===== config.mk =====
export PLATFORM = sky130hd
export DESIGN_NAME = adc_resp_top
export DESIGN_NICKNAME = d
export VERILOG_FILES = /design/src/rtl/adc_resp_pkg.sv /design/src/rtl/adc_resp_sync.sv /design/src/rtl/adc_resp_shifter.sv /design/src/rtl/adc_resp_seq.sv /design/src/rtl/adc_resp_top.sv
export SDC_FILE = /design/constraint.sdc
export NUM_CORES = 1
export LEC_CHECK = 0
export BUFFER_PORTS_ARGS = -buffer_cell sky130_fd_sc_hd__buf_2
export CORE_UTILIZATION = 60
export CTS_BUF_LIST = sky130_fd_sc_hd__clkbuf_2
export CTS_CLUSTER_DIAMETER = 50
export CTS_CLUSTER_SIZE = 14
export DETAILED_ROUTE_END_ITERATION = 16
export HOLD_SLACK_MARGIN = 0.03
export PLACE_DENSITY_LB_ADDON = 0.2
export SKIP_CTS_REPAIR_TIMING = 1
export SYNTH_ARGS = -nofsm -noshare
export SYNTH_HDL_FRONTEND = slang
export SYNTH_HIERARCHICAL = 1
export SYNTH_SLANG_ARGS = --single-unit

===== constraint.sdc =====
create_clock -name clk -period 4.7 [get_ports clk]
set_input_delay 0.705 -clock clk [delete_from_list [all_inputs] [get_ports clk]]
set_output_delay 0.705 -clock clk [all_outputs]
set_load 0.005 [all_outputs]

===== src/rtl/adc_resp_pkg.sv =====
package adc_resp_pkg;

    typedef enum logic [1:0] {
        PH_IDLE    = 2'd0,
        PH_ARMED   = 2'd1,
        PH_SAMPLE  = 2'd2,
        PH_CONVERT = 2'd3
    } phase_e;

    localparam int LINE_CS   = 0;
    localparam int LINE_FS   = 1;
    localparam int LINE_SCLK = 2;
    localparam int LINES     = 3;

endpackage


===== src/rtl/adc_resp_sync.sv =====
module adc_resp_sync #(
    parameter int           W       = 3,
    parameter int           STAGES  = 2,
    parameter logic [W-1:0] RST_VAL = '0
) (
    input  logic         clk,
    input  logic         rst_n,
    input  logic [W-1:0] line_i,
    output logic [W-1:0] lvl_o,
    output logic [W-1:0] prv_o
);

    logic [W-1:0] prv_d, prv_q;

    for (genvar gi = 0; gi < W; gi++) begin : g_line
        logic [STAGES-1:0] chain_d, chain_q;

        always_comb begin
            chain_d = {chain_q[STAGES-2:0], line_i[gi]};
        end

        always_ff @(posedge clk or negedge rst_n) begin
            if (!rst_n) begin
                chain_q <= {STAGES{RST_VAL[gi]}};
            end else begin
                chain_q <= chain_d;
            end
        end

        assign lvl_o[gi] = chain_q[STAGES-1];
    end

    always_comb begin
        prv_d = lvl_o;
    end

    always_ff @(posedge clk or negedge rst_n) begin
        if (!rst_n) begin
            prv_q <= RST_VAL;
        end else begin
            prv_q <= prv_d;
        end
    end

    assign prv_o = prv_q;

endmodule


===== src/rtl/adc_resp_shifter.sv =====
module adc_resp_shifter #(
    parameter int DATA_W = 14
) (
    input  logic              clk,
    input  logic              rst_n,
    input  logic              start_i,
    input  logic              sclk_rise_i,
    input  logic              gate_i,
    input  logic [DATA_W-1:0] load_i,
    output logic              sdo_o
);

    localparam int RISE_W = $clog2(DATA_W + 1);

    typedef struct packed {
        logic [DATA_W-1:0] sh;
        logic [RISE_W-1:0] rises;
        logic              frame;
        logic              sdo;
    } shift_t;

    shift_t st_d, st_q;

    always_comb begin
        st_d = st_q;
        if (start_i) begin
            st_d.sh    = load_i;
            st_d.rises = '0;
            st_d.frame = 1'b1;
        end else if (st_q.frame && sclk_rise_i) begin
            if (st_q.rises == RISE_W'(DATA_W)) begin
                st_d.frame = 1'b0;
            end else begin
                st_d.rises = st_q.rises + 1'b1;
                if (st_q.rises != '0) begin
                    st_d.sh = {st_q.sh[DATA_W-2:0], 1'b0};
                end
            end
        end
        st_d.sdo = st_d.frame & st_d.sh[DATA_W-1] & gate_i;
    end

    always_ff @(posedge clk or negedge rst_n) begin
        if (!rst_n) begin
            st_q <= '0;
        end else begin
            st_q <= st_d;
        end
    end

    assign sdo_o = st_q.sdo;

endmodule


===== src/rtl/adc_resp_seq.sv =====
module adc_resp_seq
    import adc_resp_pkg::*;
#(
    parameter int DATA_W      = 14,
    parameter int WIN_FALLS   = 24,
    parameter int CONV_CYCLES = 40
) (
    input  logic              clk,
    input  logic              rst_n,
    input  logic              start_i,
    input  logic              fs_mode_i,
    input  logic              fs_fall_i,
    input  logic              sclk_fall_i,
    input  logic [DATA_W-1:0] sample_i,
    output logic [DATA_W-1:0] held_o,
    output logic              sampling_o,
    output logic              converting_o,
    output logic              busy_o,
    output logic              err_o
);

    localparam int FALL_W = $clog2(WIN_FALLS + 1);
    localparam int CONV_W = $clog2(CONV_CYCLES + 1);

    typedef struct packed {
        phase_e            phase;
        logic [FALL_W-1:0] falls;
        logic [CONV_W-1:0] conv;
        logic [DATA_W-1:0] latch;
        logic [DATA_W-1:0] held;
        logic              err;
    } seq_t;

    seq_t sq_d, sq_q;

    always_comb begin
        sq_d     = sq_q;
        sq_d.err = 1'b0;
        if (start_i) begin
            sq_d.err   = (sq_q.phase != PH_IDLE);
            sq_d.latch = sample_i;
            sq_d.phase = fs_mode_i ? PH_ARMED : PH_SAMPLE;
            sq_d.falls = '0;
            sq_d.conv  = '0;
        end else begin
            unique case (sq_q.phase)
                PH_ARMED: begin
                    if (fs_fall_i) begin
                        sq_d.phase = PH_SAMPLE;
                        sq_d.falls = '0;
                    end
                end
                PH_SAMPLE: begin
                    if (sclk_fall_i) begin
                        if (sq_q.falls == FALL_W'(WIN_FALLS - 1)) begin
                            sq_d.phase = PH_CONVERT;
                            sq_d.conv  = '0;
                        end else begin
                            sq_d.falls = sq_q.falls + 1'b1;
                        end
                    end
                end
                PH_CONVERT: begin
                    if (sq_q.conv == CONV_W'(CONV_CYCLES - 1)) begin
                        sq_d.phase = PH_IDLE;
                        sq_d.held  = sq_q.latch;
                    end else begin
                        sq_d.conv = sq_q.conv + 1'b1;
                    end
                end
                default: begin
                    sq_d.phase = PH_IDLE;
                end
            endcase
        end
    end

    always_ff @(posedge clk or negedge rst_n) begin
        if (!rst_n) begin
            sq_q <= '{phase: PH_IDLE, default: '0};
        end else begin
            sq_q <= sq_d;
        end
    end

    assign held_o       = sq_q.held;
    assign sampling_o   = (sq_q.phase == PH_SAMPLE);
    assign converting_o = (sq_q.phase == PH_CONVERT);
    assign busy_o       = (sq_q.phase != PH_IDLE);
    assign err_o        = sq_q.err;

endmodule


===== src/rtl/adc_resp_top.sv =====
module adc_resp_top
    import adc_resp_pkg::*;
#(
    parameter int DATA_W      = 14,
    parameter int WIN_FALLS   = 24,
    parameter int CONV_CYCLES = 40,
    parameter int SYNC_STAGES = 2
) (
    input  logic              clk,
    input  logic              rst_n,
    input  logic              fs_mode,
    input  logic              cs_n,
    input  logic              fs,
    input  logic              sclk,
    input  logic [DATA_W-1:0] sample_in,
    output logic              sdo,
    output logic              sampling,
    output logic              converting,
    output logic              restart_err
);

    localparam logic [LINES-1:0] IDLE_LINES = LINES'(1) << LINE_CS;

    logic [LINES-1:0] lines, lvl, prv;
    logic             cs_lvl, cs_fall, fs_rise, fs_fall;
    logic             sclk_rise, sclk_fall, start_ev, gate, busy;
    logic [DATA_W-1:0] held;

    assign lines[LINE_CS]   = cs_n;
    assign lines[LINE_FS]   = fs;
    assign lines[LINE_SCLK] = sclk;

    adc_resp_sync #(
        .W      (LINES),
        .STAGES (SYNC_STAGES),
        .RST_VAL(IDLE_LINES)
    ) u_sync (
        .clk   (clk),
        .rst_n (rst_n),
        .line_i(lines),
        .lvl_o (lvl),
        .prv_o (prv)
    );

    assign cs_lvl    = lvl[LINE_CS];
    assign cs_fall   = ~lvl[LINE_CS] & prv[LINE_CS];
    assign fs_rise   = lvl[LINE_FS] & ~prv[LINE_FS];
    assign fs_fall   = ~lvl[LINE_FS] & prv[LINE_FS];
    assign sclk_rise = lvl[LINE_SCLK] & ~prv[LINE_SCLK];
    assign sclk_fall = ~lvl[LINE_SCLK] & prv[LINE_SCLK];

    assign start_ev = fs_mode ? (fs_rise & ~cs_lvl) : cs_fall;
    assign gate     = fs_mode | ~cs_lvl;

    adc_resp_seq #(
        .DATA_W     (DATA_W),
        .WIN_FALLS  (WIN_FALLS),
        .CONV_CYCLES(CONV_CYCLES)
    ) u_seq (
        .clk         (clk),
        .rst_n       (rst_n),
        .start_i     (start_ev),
        .fs_mode_i   (fs_mode),
        .fs_fall_i   (fs_fall),
        .sclk_fall_i (sclk_fall),
        .sample_i    (sample_in),
        .held_o      (held),
        .sampling_o  (sampling),
        .converting_o(converting),
        .busy_o      (busy),
        .err_o       (restart_err)
    );

    adc_resp_shifter #(
        .DATA_W(DATA_W)
    ) u_shift (
        .clk        (clk),
        .rst_n      (rst_n),
        .start_i    (start_ev),
        .sclk_rise_i(sclk_rise),
        .gate_i     (gate),
        .load_i     (held),
        .sdo_o      (sdo)
    );

endmodule


== Word-level counts from Yosys, hierarchy flattened ==
Cells that the tools add are included.
Storage, ports and cells
  ROM bits: 0
  latch bits: 0
  output and inout bits: 4
  memories kept: 0
  bits in registers: 71
  bits in writable memories: 0
  word-level logic and storage cells: 78
Operators by class
  shift-type cells: 0
  $mul: 0
  reduce and logical (&&, ||, !) cells: 13
  mux-type cells: 19
  order comparisons: 0
  add/sub/neg operators: 3
  bitwise operators: 15
  div/mod/pow operators: 0
  equality and inequality tests: 13
Operators by type and width (count)
  2-to-1 mux 19 bit: 2
  2-to-1 mux 13 bit: 2
  2-to-1 mux 18 bit: 1
  2-to-1 mux 14 bit: 1
  2-to-1 mux 6 bit: 2
  case mux 6 bit (2 select lines): 1
  AND reduction 4 bit: 3
  case mux 5 bit (2 select lines): 1
  != test 3 x 1 -> 1 bit, second input constant: 3
  != test 3 bit, second input constant: 3
  AND 1 bit: 8
  2-to-1 mux 7 bit: 1
  adder 6 x 1 -> 6 bit, second input constant: 1
  equality test 6 bit, second input constant: 1
  2-to-1 mux 2 bit: 3
  NOT 1 bit: 6
  case mux 2 bit (3 select lines): 1
  AND reduction 3 bit: 2
  nonzero test 2 bit: 3
  nonzero test 3 bit: 2
  adder 5 x 1 -> 5 bit, second input constant: 1
  equality test 5 bit, second input constant: 1
  2-to-1 mux 5 bit: 1
  adder 4 x 1 -> 4 bit, second input constant: 1
  9 further kinds: 12

== Longest topological paths before layout ==
  depth after elaboration: 7
  gate-level depth with buffers: 9
  gate-level depth less buffers: 6

== Modules after synthesis ==
Netlist, hierarchy kept.
By module, submodules not included
  adc_resp_seq: instances 1, area each 2060.7 sq um, cells each 168
  adc_resp_shifter: instances 1, area each 1104.8 sq um, cells each 105
  adc_resp_sync: instances 1, area each 251.5 sq um, cells each 12
  adc_resp_top: instances 1, area each 47.5 sq um, cells each 7

== Worst setup path before layout ==
Ideal clock, no wire load.
  kind: in2reg
  from: input fs_mode
  to: register u_seq/sq_q[37] (netlist bit)
  required time: 4.596 ns
  arrival: 2.274 ns
  path slack: 2.322 ns
  setup time: 0.104 ns
  path buffers: 1
  stages on the path: 7
  cell sequence: nand2b_1 a21oi_2 buf_2 clkinv_1 o311a_4 or4b_1 o311ai_1
On the way
  longest elaborated chain between the ends: 3
  elaborated cells between the ends (all ways): 7
  those cells by class: eq/ne: 3; mux: 2; reduce/logical: 2
Ends and longest elaborated chain
  start: declaration: RTL line adc_resp_top.sv:11  | input logic fs_mode,
  2-to-1 mux 1 bit *: RTL line adc_resp_top.sv:52  | assign start_ev = fs_mode ? (fs_rise & ~cs_lvl) : cs_fall;
  named net start_ev: RTL line adc_resp_top.sv:26  | logic sclk_rise, sclk_fall, start_ev, gate, busy;
  != test 3 bit (no source line), or another cell as far along
  AND reduction 4 bit (no source line)
  end signal: assignment: RTL line adc_resp_seq.sv:82  | sq_q <= sq_d;
  end: declaration: RTL line adc_resp_seq.sv:34  | seq_t sq_d, sq_q;
The timed path passes the listed nets; every way through them passes the cells marked *.
A chain may end at the register's enable or synchronous reset.

== Worst setup path in the final report ==
  from: register u_sync.prv_q[1], in the netlist u_sync/prv_o[1]
  to: register u_seq/sq_q[37] (netlist bit)
On the way
  longest elaborated chain between the ends: 6
  elaborated cells between the ends (all ways): 11
  those cells by class: eq/ne: 3; mux: 2; bitwise: 4; reduce/logical: 2
Ends and longest elaborated chain
  start: declaration: RTL line adc_resp_sync.sv:13  | logic [W-1:0] prv_d, prv_q;
  start signal: assignment: RTL line adc_resp_sync.sv:41  | prv_q <= prv_d;
  NOT 1 bit *: RTL line adc_resp_top.sv:47  | assign fs_rise = lvl[LINE_FS] & ~prv[LINE_FS];
  AND 1 bit *: RTL line adc_resp_top.sv:47
  AND 1 bit *: RTL line adc_resp_top.sv:52
  2-to-1 mux 1 bit *: RTL line adc_resp_top.sv:52
  named net start_ev: RTL line adc_resp_top.sv:26
  != test 3 bit (no source line), or another cell as far along
  AND reduction 4 bit (no source line)
Marks and branches as above.

==> metrics.yaml <==
setup_path:
  worstPathRequired_ns: 5.11
  slowest_stage: "or4b_1"
  path_max_fanout: 53
  startpoint: "u_sync/prv_o[1]"
  r2r_setup_slack_ns: 2.11
  cp_cell_sequence: "nand3b_1, a21oi_4, buf_4, clkinv_1, o311a_4, or4b_1, o311ai_1"
  path_class: "register to register"
  rr_startpoint: "u_sync/prv_o[1]"
  crit_arrival_ns: 2.99
  end_kind: "register"
  r2r_cells: 7
  crit_path_max_incr_delay_ns: 0.50
  regToRegEndpoint: "u_seq/sq_q[37]"
  critPathLaunchType: "register"
logic_synthesis:
  synthesis.area_mm2: 0.003461
  yosys_warnings: 6
  synth.avg_cell_area_um2: 11.89
  syn_inst: 291
  synthesis.nets: 320
power:
  vdd_drop_max_mv: 0.2647
  leakagePower_nw: 1.653
  powerDensity_mw_per_mm2: 422.6
timing:
  final_hold_viol_count: 0
  post-route-period-util_pct: 55.06
  worst_slew_pin_slew_ns: 1.069
  setup_viol: 0
  max_freq_mhz: 386.4
  drv_slew: 0
  relSlewSlack_pct: 28.59
  setup_slack_ns: 2.112
  fin_crit_ns: 2.588
  fin_worst_skew_ns: 0.02429
  grt_setup_unrepaired: "no"
  setup_tns_ns: 0
detailed_routing:
  drt_iter0_markers: 124
  drt_pass1_iterations: 4
  viasPerCell: 5.973
  ant_nets: 0
  wl_per_cell_um: 16.29
  vias: 2234
  drt_wl_total_mm: 6.093
  drc: 0
placed_design:
  gp_congestion: 0.8238
  post-place-ws_ns: 1.715
  placed_area_mm2: 0.003480
  hpwl_mm: 3.916
  io_buffers: 23
die:
  die_w_um: 77.95
  die_height_um: 77.95
  die_area_mm2: 0.006075
  initial_core_util_pct: 62.47
  core_area_mm2: 0.005540
  num_rows: 27
  ios: 24
global_route:
  grt_usage_pct: 22.44
  grt_first_pass_wirelength_mm: 10.41
  grt_max_degree: 54
  grt_overflow: 0
  grt_pass1_vias: 2244
  antenna_found_initial: 0
cells_and_area:
  num_antenna_cells: 0
  flow.area_growth_from_synthesis_pct: 5.351
  nets: 326
  fin_util_pct: 65.81
  final_area_mm2: 0.003646
  drive_gt1_share_pct: 28.15
worst_hold_path:
  whs_path_depth: 1
  min_path_type: "primary input to register"
  holdPathEnd: "u_sync/g_line[0].chain_q[0]"
  min_from: "cs_n"
clock_tree:
  cts_root_buf: "clkbuf_2"
  clkTransAtPathRegs_ns: 0.21
  clk-insertion-delay-late_ns: 0.50
  cts.sinks: 71
  numCtsBuffers: 9
  cts.htree.levels: 3
  tritoncts: "done"
  clock_path_buffers: 2
run_status:
  outcome: "finished, final reports clean"
job:
  max_cap_viol_count: 0
-- cell type report --
cell class,count,area (um^2)
Clock buffer,10,50.05
Clock inverter,6,116.4
Fill cell,442,1894
Inverter,12,45.04
Multi-Input combinational cell,177,1426
Sequential cell,71,1780
Tap cell,72,90.09
Timing Repair Buffer,26,137.6
-- report_power, final --
part           total [mW]  switching [mW]  internal (mW)
clock network       0.460           0.225          0.236
logic               0.338           0.190          0.148
registers           0.743          0.0585          0.684
-- sequential cells by signal, summed over array words and instances, names as in the netlist --
register               count
u_seq/err_o                1
u_seq/held_o              14
u_seq/sq_q                27
u_shift/sdo_o              1
u_shift/st_q              19
u_sync/g_line.chain_q      6
u_sync/prv_o               3
-- per-stage QoR --
| stage | instances | hold slack, ns | power [mW] |
|---|---|---|---|
| 2_1_floorplan | 291 | 0.3312 | 0.9918 |
| 3_3_place_gp | 358 | 0.3355 | 1.075 |
| 3_5_place_dp | 358 | 0.3402 | 1.093 |
| 4_1_cts | 374 | 0.2248 | 1.556 |
| 5_1_grt | 374 | 0.1890 | 1.625 |
| 6_report | 374 | 0.2721 | 1.541 |
-- routing by layer --
metal | vias up | wire, um | GRT usage, %
li1 | 1061 | - | -
met1 | 1114 | 2858 | 30.10
met2 | 50 | 2921 | 35.04
met3 | 9 | 221 | 7.059
met4 | 0 | 93 | 6.852
met5 | - | 0 | 0
-- placed cells by master, fill, tap and decap left out, drive strengths merged, types with 4 or more instances in the layout --
cell	n
nand3	8
inv	12
dfrtp	68
a31oi	5
nor4b	11
a21oi	10
nand2b	5
ha	9
clkbuf	10
a221o	12
mux2	30
buf	26
nor2b	19
nor2	6
o21ai	6
nand2	13
nor3	4
-- worst max-delay path by stage --
stage                     slack (ns)  depth (start not counted)              to
after global placement          1.77                          8  u_seq/sq_q[37]
after detailed placement        1.71                          8  u_seq/sq_q[37]
final                           2.11                          7  u_seq/sq_q[37]
after global routing            1.89                          7  u_seq/sq_q[37]
after floorplan                 2.32                          7  u_seq/sq_q[37]
after CTS                       2.09                          7  u_seq/sq_q[37]
-- worst max-delay path, delay by kind of cell, from the launching register on --
kind | cells | cell delay [ns]
compound gates | 3 | 0.48
flops | 1 | 0.42
simple gates | 2 | 0.70
buf+inv | 2 | 0.89
Note: power is estimated with default switching activity, not from simulation.
